--- src/rtl/twdt_pkg.sv ---
package twdt_pkg;
  // Bit positions in the two control words (software-visible layout)
  localparam int unsigned CTL0_CAUSE_BIT = 3;
  localparam int unsigned CTL0_BARK_BIT  = 2;
  localparam int unsigned CTL0_KEYA_BIT  = 1;
  localparam int unsigned CTL1_KEYB_BIT  = 0;

  typedef enum logic [1:0] {
    SEL_CTL0  = 2'd0,
    SEL_CTL1  = 2'd1,
    SEL_TBASE = 2'd2,
    SEL_NONE  = 2'd3
  } reg_sel_e;

  // Word select from byte address bits [3:2]
  function automatic reg_sel_e word_select(input logic [1:0] word);
    return reg_sel_e'(word);
  endfunction

  // Bark flag after one edge: closure while armed sets it, otherwise a clear wins
  function automatic logic bark_next(input logic bark, input logic clr, input logic tick);
    return tick | (bark & ~clr);
  endfunction

  // Cause flag after one edge: a bite sets it, a clear drops it
  function automatic logic cause_next(input logic cause, input logic clr, input logic bite);
    return bite | (cause & ~clr);
  endfunction
endpackage

--- src/rtl/twdt_timebase.sv ---
module twdt_timebase #(
  parameter int unsigned TB_W          = 32,
  parameter int unsigned INTERVAL_LOG2 = 16
) (
  input  logic            clk,
  input  logic            rst_n,
  output logic [TB_W-1:0] count_o,
  output logic            expire_o
);
  localparam logic [TB_W-1:0] LOW_MASK =
    TB_W'((64'd1 << INTERVAL_LOG2) - 64'd1);

  logic [TB_W-1:0] count_q;

  function automatic logic at_window_end(input logic [TB_W-1:0] c);
    return (c & LOW_MASK) == LOW_MASK;
  endfunction

  always_ff @(posedge clk or negedge rst_n) begin
    if (!rst_n) count_q <= '0;
    else        count_q <= count_q + TB_W'(1);
  end

  assign count_o  = count_q;
  assign expire_o = at_window_end(count_q);

  // free-running step of one per clock
  a_r2_count_step: assert property (@(posedge clk) disable iff (!rst_n)
    1'b1 |=> count_q == $past(count_q) + TB_W'(1));

  // a closure is a single-cycle event
  a_r3_single_tick: assert property (@(posedge clk) disable iff (!rst_n)
    expire_o |=> !expire_o);
endmodule

--- src/rtl/twdt_core.sv ---
module twdt_core
  import twdt_pkg::*;
#(
  parameter int unsigned DATA_W      = 32,
  parameter bit          ENABLE_ONCE = 1'b0
) (
  input  logic              clk,
  input  logic              rst_n,
  input  logic              expire_i,
  input  logic              wr_ctl0_i,
  input  logic              wr_ctl1_i,
  input  logic [DATA_W-1:0] wdata_i,
  output logic              keya_o,
  output logic              keyb_o,
  output logic              bark_o,
  output logic              cause_o,
  output logic              bite_o
);
  logic keya_q, keyb_q, bark_q, cause_q, lock_q;
  logic armed, lock_eff, tick, clr_bark, clr_cause, bark_eff;

  assign armed     = keya_q & keyb_q;
  assign lock_eff  = lock_q | (ENABLE_ONCE & armed);
  assign tick      = expire_i & armed;
  assign clr_bark  = wr_ctl0_i & wdata_i[CTL0_BARK_BIT];
  assign clr_cause = wr_ctl0_i & wdata_i[CTL0_CAUSE_BIT];
  assign bark_eff  = bark_q & ~clr_bark;
  assign bite_o    = tick & bark_eff;

  always_ff @(posedge clk or negedge rst_n) begin
    if (!rst_n) begin
      keya_q  <= 1'b0;
      keyb_q  <= 1'b0;
      bark_q  <= 1'b0;
      cause_q <= 1'b0;
      lock_q  <= 1'b0;
    end else begin
      if (wr_ctl0_i) keya_q <= wdata_i[CTL0_KEYA_BIT] | lock_eff;
      if (wr_ctl1_i) keyb_q <= wdata_i[CTL1_KEYB_BIT] | lock_eff;
      bark_q  <= bark_next(bark_q, clr_bark, tick);
      cause_q <= cause_next(cause_q, clr_cause, bite_o);
      lock_q  <= lock_eff;
    end
  end

  assign keya_o  = keya_q;
  assign keyb_o  = keyb_q;
  assign bark_o  = bark_q;
  assign cause_o = cause_q;

  // the bark flag only rises on an armed closure
  a_r4_bark_cause: assert property (@(posedge clk) disable iff (!rst_n)
    $rose(bark_q) |-> $past(expire_i && keya_q && keyb_q));

  // disarmed closures leave the bark flag alone
  a_r7_disarmed_quiet: assert property (@(posedge clk) disable iff (!rst_n)
    (!keya_q || !keyb_q) |=> !$rose(bark_q));

  // the bark flag only drops through a write of one
  a_r6_bark_sticky: assert property (@(posedge clk) disable iff (!rst_n)
    (bark_q && !(wr_ctl0_i && wdata_i[CTL0_BARK_BIT])) |=> bark_q);

  // a bite latches the cause flag
  a_r5_bite_latches: assert property (@(posedge clk) disable iff (!rst_n)
    bite_o |=> cause_q);

  // the cause flag survives until cleared
  a_r9_cause_sticky: assert property (@(posedge clk) disable iff (!rst_n)
    (cause_q && !(wr_ctl0_i && wdata_i[CTL0_CAUSE_BIT])) |=> cause_q);

  generate
    if (ENABLE_ONCE) begin : g_lock_check
      // once armed, armed for good
      a_r8_lock_holds: assert property (@(posedge clk) disable iff (!rst_n)
        (keya_q && keyb_q) |=> (keya_q && keyb_q));
    end
  endgenerate
endmodule

--- src/rtl/twdt_pulse.sv ---
module twdt_pulse #(
  parameter int unsigned RST_PULSE_LEN = 4
) (
  input  logic clk,
  input  logic rst_n,
  input  logic bite_i,
  output logic rst_o
);
  localparam int unsigned PW = $clog2(RST_PULSE_LEN + 1);
  localparam logic [PW-1:0] LOAD = PW'(RST_PULSE_LEN);

  logic [PW-1:0] left_q;

  always_ff @(posedge clk or negedge rst_n) begin
    if (!rst_n)              left_q <= '0;
    else if (bite_i)         left_q <= LOAD;
    else if (left_q != '0)   left_q <= left_q - PW'(1);
  end

  assign rst_o = (left_q != '0);

  // a pulse is only ever started by a bite
  a_r9_pulse_cause: assert property (@(posedge clk) disable iff (!rst_n)
    $rose(rst_o) |-> $past(bite_i));

  // remaining length never exceeds the configured length
  a_r9_pulse_bounded: assert property (@(posedge clk) disable iff (!rst_n)
    left_q <= LOAD);
endmodule

--- src/rtl/twdt_regif.sv ---
module twdt_regif
  import twdt_pkg::*;
#(
  parameter int unsigned ADDR_W = 4,
  parameter int unsigned DATA_W = 32,
  parameter int unsigned TB_W   = 32
) (
  input  logic [ADDR_W-1:0] addr_i,
  input  logic              wen_i,
  input  logic              keya_i,
  input  logic              keyb_i,
  input  logic              bark_i,
  input  logic              cause_i,
  input  logic [TB_W-1:0]   count_i,
  output logic              wr_ctl0_o,
  output logic              wr_ctl1_o,
  output logic [DATA_W-1:0] rdata_o
);
  logic     upper_zero;
  reg_sel_e sel;

  assign upper_zero = ((addr_i >> 4) == '0);
  assign sel        = upper_zero ? word_select(addr_i[3:2]) : SEL_NONE;
  assign wr_ctl0_o  = wen_i & (sel == SEL_CTL0);
  assign wr_ctl1_o  = wen_i & (sel == SEL_CTL1);

  always_comb begin
    rdata_o = '0;
    unique case (sel)
      SEL_CTL0: begin
        rdata_o[CTL0_CAUSE_BIT] = cause_i;
        rdata_o[CTL0_BARK_BIT]  = bark_i;
        rdata_o[CTL0_KEYA_BIT]  = keya_i;
      end
      SEL_CTL1:  rdata_o[CTL1_KEYB_BIT] = keyb_i;
      SEL_TBASE: rdata_o = DATA_W'(count_i);
      default:   rdata_o = '0;
    endcase
  end
endmodule

--- src/rtl/twostage_wdt.sv ---
module twostage_wdt #(
  parameter int unsigned ADDR_W        = 4,
  parameter int unsigned DATA_W        = 32,
  parameter int unsigned TB_W          = 32,
  parameter int unsigned INTERVAL_LOG2 = 16,
  parameter int unsigned RST_PULSE_LEN = 4,
  parameter bit          ENABLE_ONCE   = 1'b0
) (
  input  logic              clk,
  input  logic              rst_n,
  input  logic [ADDR_W-1:0] bus_addr,
  input  logic              bus_wen,
  input  logic [DATA_W-1:0] bus_wdata,
  output logic [DATA_W-1:0] bus_rdata,
  output logic              irq_o,
  output logic              wdt_reset_o
);
  logic [TB_W-1:0] count;
  logic expire, wr_ctl0, wr_ctl1;
  logic keya, keyb, bark, cause, bite;

  twdt_timebase #(.TB_W(TB_W), .INTERVAL_LOG2(INTERVAL_LOG2)) u_tb (
    .clk(clk), .rst_n(rst_n), .count_o(count), .expire_o(expire));

  twdt_regif #(.ADDR_W(ADDR_W), .DATA_W(DATA_W), .TB_W(TB_W)) u_regs (
    .addr_i(bus_addr), .wen_i(bus_wen), .keya_i(keya), .keyb_i(keyb),
    .bark_i(bark), .cause_i(cause), .count_i(count),
    .wr_ctl0_o(wr_ctl0), .wr_ctl1_o(wr_ctl1), .rdata_o(bus_rdata));

  twdt_core #(.DATA_W(DATA_W), .ENABLE_ONCE(ENABLE_ONCE)) u_core (
    .clk(clk), .rst_n(rst_n), .expire_i(expire), .wr_ctl0_i(wr_ctl0),
    .wr_ctl1_i(wr_ctl1), .wdata_i(bus_wdata), .keya_o(keya), .keyb_o(keyb),
    .bark_o(bark), .cause_o(cause), .bite_o(bite));

  twdt_pulse #(.RST_PULSE_LEN(RST_PULSE_LEN)) u_pulse (
    .clk(clk), .rst_n(rst_n), .bite_i(bite), .rst_o(wdt_reset_o));

  assign irq_o = bark;

  // interrupt rises only together with a closure the cycle before
  a_r10_irq_origin: assert property (@(posedge clk) disable iff (!rst_n)
    $rose(irq_o) |-> $past(expire));
endmodule

--- config.mk ---
export PLATFORM = sky130hd
export DESIGN_NAME = twostage_wdt
export DESIGN_NICKNAME = d
export VERILOG_FILES = /design/src/rtl/twdt_pkg.sv /design/src/rtl/twdt_timebase.sv /design/src/rtl/twdt_core.sv /design/src/rtl/twdt_pulse.sv /design/src/rtl/twdt_regif.sv /design/src/rtl/twostage_wdt.sv
export SDC_FILE = /design/constraint.sdc
export NUM_CORES = 1
export LEC_CHECK = 0
export ABC_AREA = 1
export BUFFER_PORTS_ARGS = -buffer_cell sky130_fd_sc_hd__buf_2
export CORE_ASPECT_RATIO = 0.8
export CORE_MARGIN = 8
export CORE_UTILIZATION = 25
export CTS_CLUSTER_DIAMETER = 60
export DETAILED_ROUTE_END_ITERATION = 10
export SETUP_SLACK_MARGIN = 0.15
export SYNTH_ARGS = -nofsm -noshare
export SYNTH_HDL_FRONTEND = slang
export SYNTH_SLANG_ARGS = --single-unit
export TNS_END_PERCENT = 50
--- constraint.sdc ---
create_clock -name clk -period 3.35 [get_ports clk]
set_input_delay 0.5025 -clock clk [delete_from_list [all_inputs] [get_ports clk]]
set_output_delay 0.5025 -clock clk [all_outputs]
set_load 0.005 [all_outputs]
==> results.cfg, run 1 <==
[setup_path]
crit_arrival_ps = 1810
critPathMaxFanout = 18
cp-start-kind = input port
cp_data_required_time_ps = 2850
critical_path_class = in -> out
rrSetupSlack_ps = 1800
worst_setup_path_end_kind = output port

[pwr]
net-switching-power_uw = 216.5
vdd_drop_max_uv = 276.1
leakage_uw = 0.001645
powerDensity_mw_per_mm2 = 390.8
power_frac_clock = 0.539
power.internal_uw = 917.5
p_sw_frac = 0.1909
pwr-share-comb = 0.038
p_seq_frac = 0.424

[cells_and_area]
areaGrowthSynthToFinish_pct = 23.02
layout.nets = 424
n_fill_cell = 971
diodes = 0
design_area_mm2 = 0.002902
drive_gt1_frac = 0.1737

[timing]
skew_ps = 4.865
slew_headroom = 0.4107
hold_viol = 0
period_share = 0.6899
setup_viol = 0
tightest_slew_ps = 884.0
slew_viol_final = 0
setup_slack_ps = 1039
fin_crit_ps = 2311
rsz0062_at_grt = no
fmax_mhz = 432.7
setup_tns_ps = 0

[grt]
antenna_found_initial = 0
grt_pass1_wl_um = 10080
grt_pass1_vias = 2160
grt_usage = 0.09513
globalRouteOverflowTotal = 0
grt_start_max_net_pins = 40

[routing]
met2WireLength_um = 2716
routedWlPerCell_um = 11.73
detail-route-antenna-nets = 0
drt_iter0_markers = 83
drtPass1Iterations = 5
via_per_inst = 4.244
drt-total-wl_um = 5804
highest_layer = met4
wl_met1_um = 2718
route.detailed.drc = 0
num_vias = 2101
dr_wl_met3_um = 278

[placement]
portBuffers = 42
place_congestion = 0.8396
pre_cts_ws_ps = 963.4
post_dp_cell_area_mm2 = 0.002709
dpl.hpwl_um = 4542

[cts]
hold_buffers = 0
cts.sinks = 39
cts.clk_slew.worst_paths_ps = 60
cts_root_buffer = clkbuf_16
cts_resized = 0
htree_num_levels = 2
cts_buffer_depth = 2
cts_made_buffers = 5
clk_latency_ps = 280
post-cts-setup-buffer-count = 0
tritoncts = yes

[die]
core_area_mm2 = 0.009115
std_cell_rows = 31
die_h_um = 102.9
dieArea_mm2 = 0.01282
fp.dieW_um = 124.6
io_pins = 73
initial_core_util = 0.2588

[logic_synthesis]
yosysWarnings = 0
synth_cells = 332
syn-cell-area_mm2 = 0.002359
synth_nets = 377
ys_types = 22
seq_area_frac_synth = 0.4138
ys_ff_latch = 39
syn-mean-instance-area_um2 = 7.104

[outcome]
status = finished, final reports clean

[flow_run]
drv_cap = 0

[hold_path]
hp-class = in -> async
==> cells in the final DEF, fill, tap and decap left out, types with 2 or more instances in the layout <==
master	netlist	routed
nand3_1	2	2
nor2_2	5	5
nand3b_1	14	14
nand2_2	2	2
nand2_1	137	137
xor2_1	11	11
nor2_1	39	39
nand3_2	2	2
o21ai_0	3	3
inv_1	51	51
dfrtp_1	39	39
clkbuf_16	0	5
buf_2	0	42
a22o_1	2	2
ha_1	6	6
nor2_4	4	4
xnor2_1	6	6
bufinv_16	0	2
==> critical path, stage by stage <==
cell	delay [ps]
buf_2	110
inv_1	70
ha_1	550
buf_4	320
nand2_1	80
inv_1	60
buf_2	110
==> worst paths after layout <==
path | start | end | cells after the start
max | bus_addr[2] | bus_rdata[26] | 7
min | rst_n | u_tb.count_o[5]$_DFF_PN0_ | 1
max reg2reg | u_tb.count_o[0]$_DFF_PN0_ | u_pulse.left_q[1]$_DFFE_PN0P_ | 8
min reg2reg | u_tb.count_o[31]$_DFF_PN0_ | u_tb.count_o[31]$_DFF_PN0_ | 2
max in group asynchronous | rst_n | u_tb.count_o[10]$_DFF_PN0_ | 1
min in group clk | bus_wdata[1] | u_core.keya_o$_DFFE_PN0N_ | 2
==> synth_stat cells (all sizes together) <==
master | instances | area [µm²]
xnor2 | 6 | 52.55
dfrtp | 39 | 975.9
inv | 52 | 195.2
xor2 | 11 | 96.34
nand3b | 14 | 105.1
ha | 6 | 75.07
nand3 | 4 | 30.03
nand2 | 139 | 526.8
a31oi | 1 | 6.260
a21boi | 1 | 7.510
clkbuf | 3 | 11.26
nor3 | 1 | 5.000
a22o | 2 | 17.52
a21oi | 1 | 5.000
o21ai | 3 | 15.01
mux2 | 1 | 11.26
nor2 | 48 | 222.7
==> stage by stage <==
stage          power (µW)  cells  hold slack (ps)  utilization
2_1_floorplan       507.8    332            206.9            -
3_3_place_gp        531.8    487            474.3       0.2972
3_5_place_dp        532.9    487            487.6       0.2972
4_1_cts              1148    495            386.0       0.3183
5_1_grt              1170    495            438.6       0.3183
6_report             1134    495            333.3       0.3183
==> flip-flops by register name, summed over array words and instances, names as in the netlist <==
name            cells
u_core.cause_o      1
u_core.keya_o       1
u_core.bark_o       1
u_pulse.left_q      3
u_tb.count_o       32
u_core.keyb_o       1
==> final cells by class <==
| cell class | count | area, µm² | area share |
|---|---|---|---|
| inverter | 52 | 195.2 | 0.06727 |
| multi-input combinational | 238 | 1176 | 0.4053 |
| sequential | 39 | 975.9 | 0.3364 |
| clock buffer | 5 | 125.1 | 0.04312 |
| clock inverter | 3 | 67.56 | 0.02329 |
| timing repair buffer | 43 | 217.7 | 0.07503 |
| tap | 115 | 143.9 | 0.04959 |
==> routing by layer <==
metal | vias up | track usage
li1 | 1084 | -
met1 | 980 | 0.1090
met2 | 31 | 0.1675
met3 | 6 | 0.02929
met4 | 0 | 0.03139
met5 | - | 0
==> power by group through the flow <==
stage | registers, µW | logic [µW] | clock network (µW)
6_report | 480 | 42.5 | 611
5_1_grt | 481 | 49.8 | 639
4_1_cts | 480 | 44.4 | 623
3_5_place_dp | 489 | 44.3 | 0
3_3_place_gp | 489 | 43.2 | 0
2_1_floorplan | 488 | 20.1 | 0
==> cells by family (layout without fill, tap and decap cells) <==
group	count (synthesis)	count (layout)	share of synthesized area
multiplexers	1	1	0.004774
AND/OR/NAND/NOR	206	206	0.3772
AO/OA/AOI/OAI	8	8	0.02175
XOR/XNOR	17	17	0.06313
buffers and inverters	55	103	0.08753
adder cells (fa/ha/maj)	6	6	0.03183
flip-flops	39	39	0.4138
Power figures use the tool's default switching activity.
==> run 2: changes to the inputs <==
Settings changed: ABC_AREA 1 to 0.
Clock period 3.35 ns to 2.22 ns, I/O delays scaled along.
==> run 2 against run 1 <==
Net effect:
- via count fell by 29%
- largest cell class unchanged
- clock power rose by 3%
- sequential share of layout area rose by 4.7 points
- clock skew rose by 1.8 ps
- first-iteration DRC count fell by 47%
- total power rose by 25%
- critical path depth fell by 2
- hold slack got worse by 180 ps
- count of clock-buffer cells in the layout rose by 1
- global-route usage fell by 1.3 points
- critical endpoint is now u_pulse.left_q[1]$_DFFE_PN0P_
==> results.cfg, run 2 <==
[logic_synthesis]
ys_types = 31
syn-cell-area_mm2 = 0.002083
async_reset_ff_frac = 1.000
yosysTopAreaCell = dfrtp_1
syn-mean-instance-area_um2 = 10.63
yosys.area.top_type_share = 0.4685
yosys-top-cells-area = dfrtp_1 (47%), and2_1 (8.4%), xnor2_1 (6.7%)
synth_cells = 196
seq_area_frac_synth = 0.4685
synth_edf_count = 0
synth_nets = 241
ys_ff_latch = 39
ys.flop_type = dfrtp_1
synth_common_cells = dfrtp_1 (39), and2_1 (28), xnor2_1 (16)
yosysWarnings = 0
synth.most_common_cell = dfrtp_1

[pwr]
powerDensity_mw_per_mm2 = 556.8
vdd_drop_max_uv = 350.7
leakage_uw = 0.001297

[cells_and_area]
n_fill_cell = 833
drive_gt1_frac = 0.2664
areaGrowthSynthToFinish_pct = 22.22
layout_commonest_cell = buf_2
layout.nets = 288
diodes = 0
final_cell_mix = buf_2 (42), dfrtp_1 (39), and2_1 (28), xnor2_1 (16), xor2_1 (15)
largest_reg_flops = 32

[cts]
cts_root_buffer = clkbuf_8
cts.sinks = 39
clk_latency_ps = 290
hold_buffers = 0
htree_num_levels = 2
post-cts-setup-buffer-count = 0
cts_made_buffers = 5
cts_resized = 0
cts.clk_slew.worst_paths_ps = 80
tritoncts = yes
cts_buffer_depth = 2

[grt]
grt_pass1_wl_um = 7845
use_met3 = 0.03600
grt.busiest_layer = met2
globalRouteOverflowTotal = 0
grt.met2_usage = 0.1199
gr-usage-met1 = 0.1075
grt_pass1_vias = 1554
grt_usage = 0.08212
antenna_found_initial = 0
grt_start_max_net_pins = 40

[setup_path]
critPathMaxFanout = 10
cp_data_required_time_ps = 2380
cp-start-kind = register
critical_path_class = reg -> reg
worst_setup_path_end_kind = register
crit_arrival_ps = 1960

[placement]
dpl.hpwl_um = 3500
place_congestion = 0.7566
portBuffers = 42
pre_cts_ws_ps = 439.6

[timing]
tightest_slew_ps = 869.3
fmax_mhz = 556.1
slew_headroom = 0.4205
rsz0062_at_grt = no
period_share = 0.8101
hold_viol = 0
skew_ps = 6.627
fin_crit_ps = 1798
setup_tns_ps = 0
slew_viol_final = 0
setup_slack_ps = 421.6
setup_viol = 0

[routing]
detail-route-antenna-nets = 0
num_vias = 1484
drt_iter0_markers = 44
drtPass1Iterations = 4
routedWlPerCell_um = 13.04
drt-total-wl_um = 4589
via_per_inst = 4.216
route.detailed.drc = 0

[outcome]
status = finished, final reports clean

[die]
io_pins = 73
fp.dieW_um = 118.1
std_cell_rows = 29
core_area_mm2 = 0.008019
die_h_um = 97.65
initial_core_util = 0.2598
dieArea_mm2 = 0.01153

[flow_run]
drv_cap = 0

[hold_path]
hp-class = in -> async
## run 2: cell types whose count changed in the layout (fill, tap and decap cells not counted), moves of 5 or more
cell       delta
and2_1       +28
clkbuf_16     -5
clkbuf_8      +6
inv_1        -40
nand2_1     -125
nand3_1      +11
nand3b_1     -14
nor2_1       -31
nor2_2        -5
nor3_1        +7
nor4_2        +5
xnor2_1      +10
## run 2: per-stage QoR
stage	hold WS (ps)	power (µW)	instances	utilization	instance area (µm²)
final	157.0	1418	352	0.3175	2546
after global routing	239.1	1482	352	0.3175	2546
after CTS	192.4	1439	352	0.3175	2546
after detailed placement	462.2	805.1	344	0.3024	2425
after global placement	457.4	804.5	344	0.3024	2425
after floorplan	37.41	765.7	196	-	2083
## run 2: cell families after synthesis
| group | Yosys count | synth area share |
|---|---|---|
| simple gates | 95 | 0.2937 |
| fa+ha+maj | 6 | 0.03604 |
| xor+xnor | 31 | 0.1303 |
| mux | 3 | 0.01562 |
| flops | 39 | 0.4685 |
| buf+inv | 15 | 0.02883 |
| compound gates | 7 | 0.02703 |
## run 2: worst paths after layout
| check | from | endpoint | slack, ps | cells after the start |
|---|---|---|---|---|
| min in group clk | bus_wdata[1] | u_core.keya_o$_DFFE_PN0N_ | 280 | 2 |
| worst max register to register | u_tb.count_o[0]$_DFF_PN0_ | u_pulse.left_q[1]$_DFFE_PN0P_ | 420 | 5 |
| max in group asynchronous | rst_n | u_tb.count_o[14]$_DFF_PN0_ | 1520 | 1 |
| worst min-delay path | rst_n | u_tb.count_o[30]$_DFF_PN0_ | 160 | 1 |
| worst min register to register | u_tb.count_o[31]$_DFF_PN0_ | u_tb.count_o[31]$_DFF_PN0_ | 470 | 1 |
| worst max-delay path | u_tb.count_o[0]$_DFF_PN0_ | u_pulse.left_q[1]$_DFFE_PN0P_ | 420 | 5 |
## run 2: metal layers
| layer | vias up | share of wire |
|---|---|---|
| met2 | 31 | 0.40 |
| met1 | 687 | 0.52 |
| met3 | 5 | 0.073 |
| li1 | 761 | - |
| met4 | 0 | 0.0087 |
| met5 | - | 0 |
## run 2: critical path, cell delays in order, from the launching register on
cell,delay (ps)
dfrtp_1,430
ha_1,230
and4_4,270
nand4_4,230
nor4_4,420
a211oi_1,90
## run 2: layout make-up
type	count	area (µm²)	share of cell area
multi-input combinational	142	1047	0.4113
timing repair buffer	44	225.2	0.08845
clock buffer	6	82.58	0.03243
clock inverter	2	38.79	0.01523
inverter	11	41.29	0.01622
tap	108	135.1	0.05307
sequential	39	975.9	0.3833
## run 2: where the power goes
part           leakage (µW)  total [µW]  internal [µW]  switching (µW)
Combinational      0.000709        63.2           24.5            38.6
Sequential         0.000526         725            718            7.03
Clock             0.0000618         630            370             260
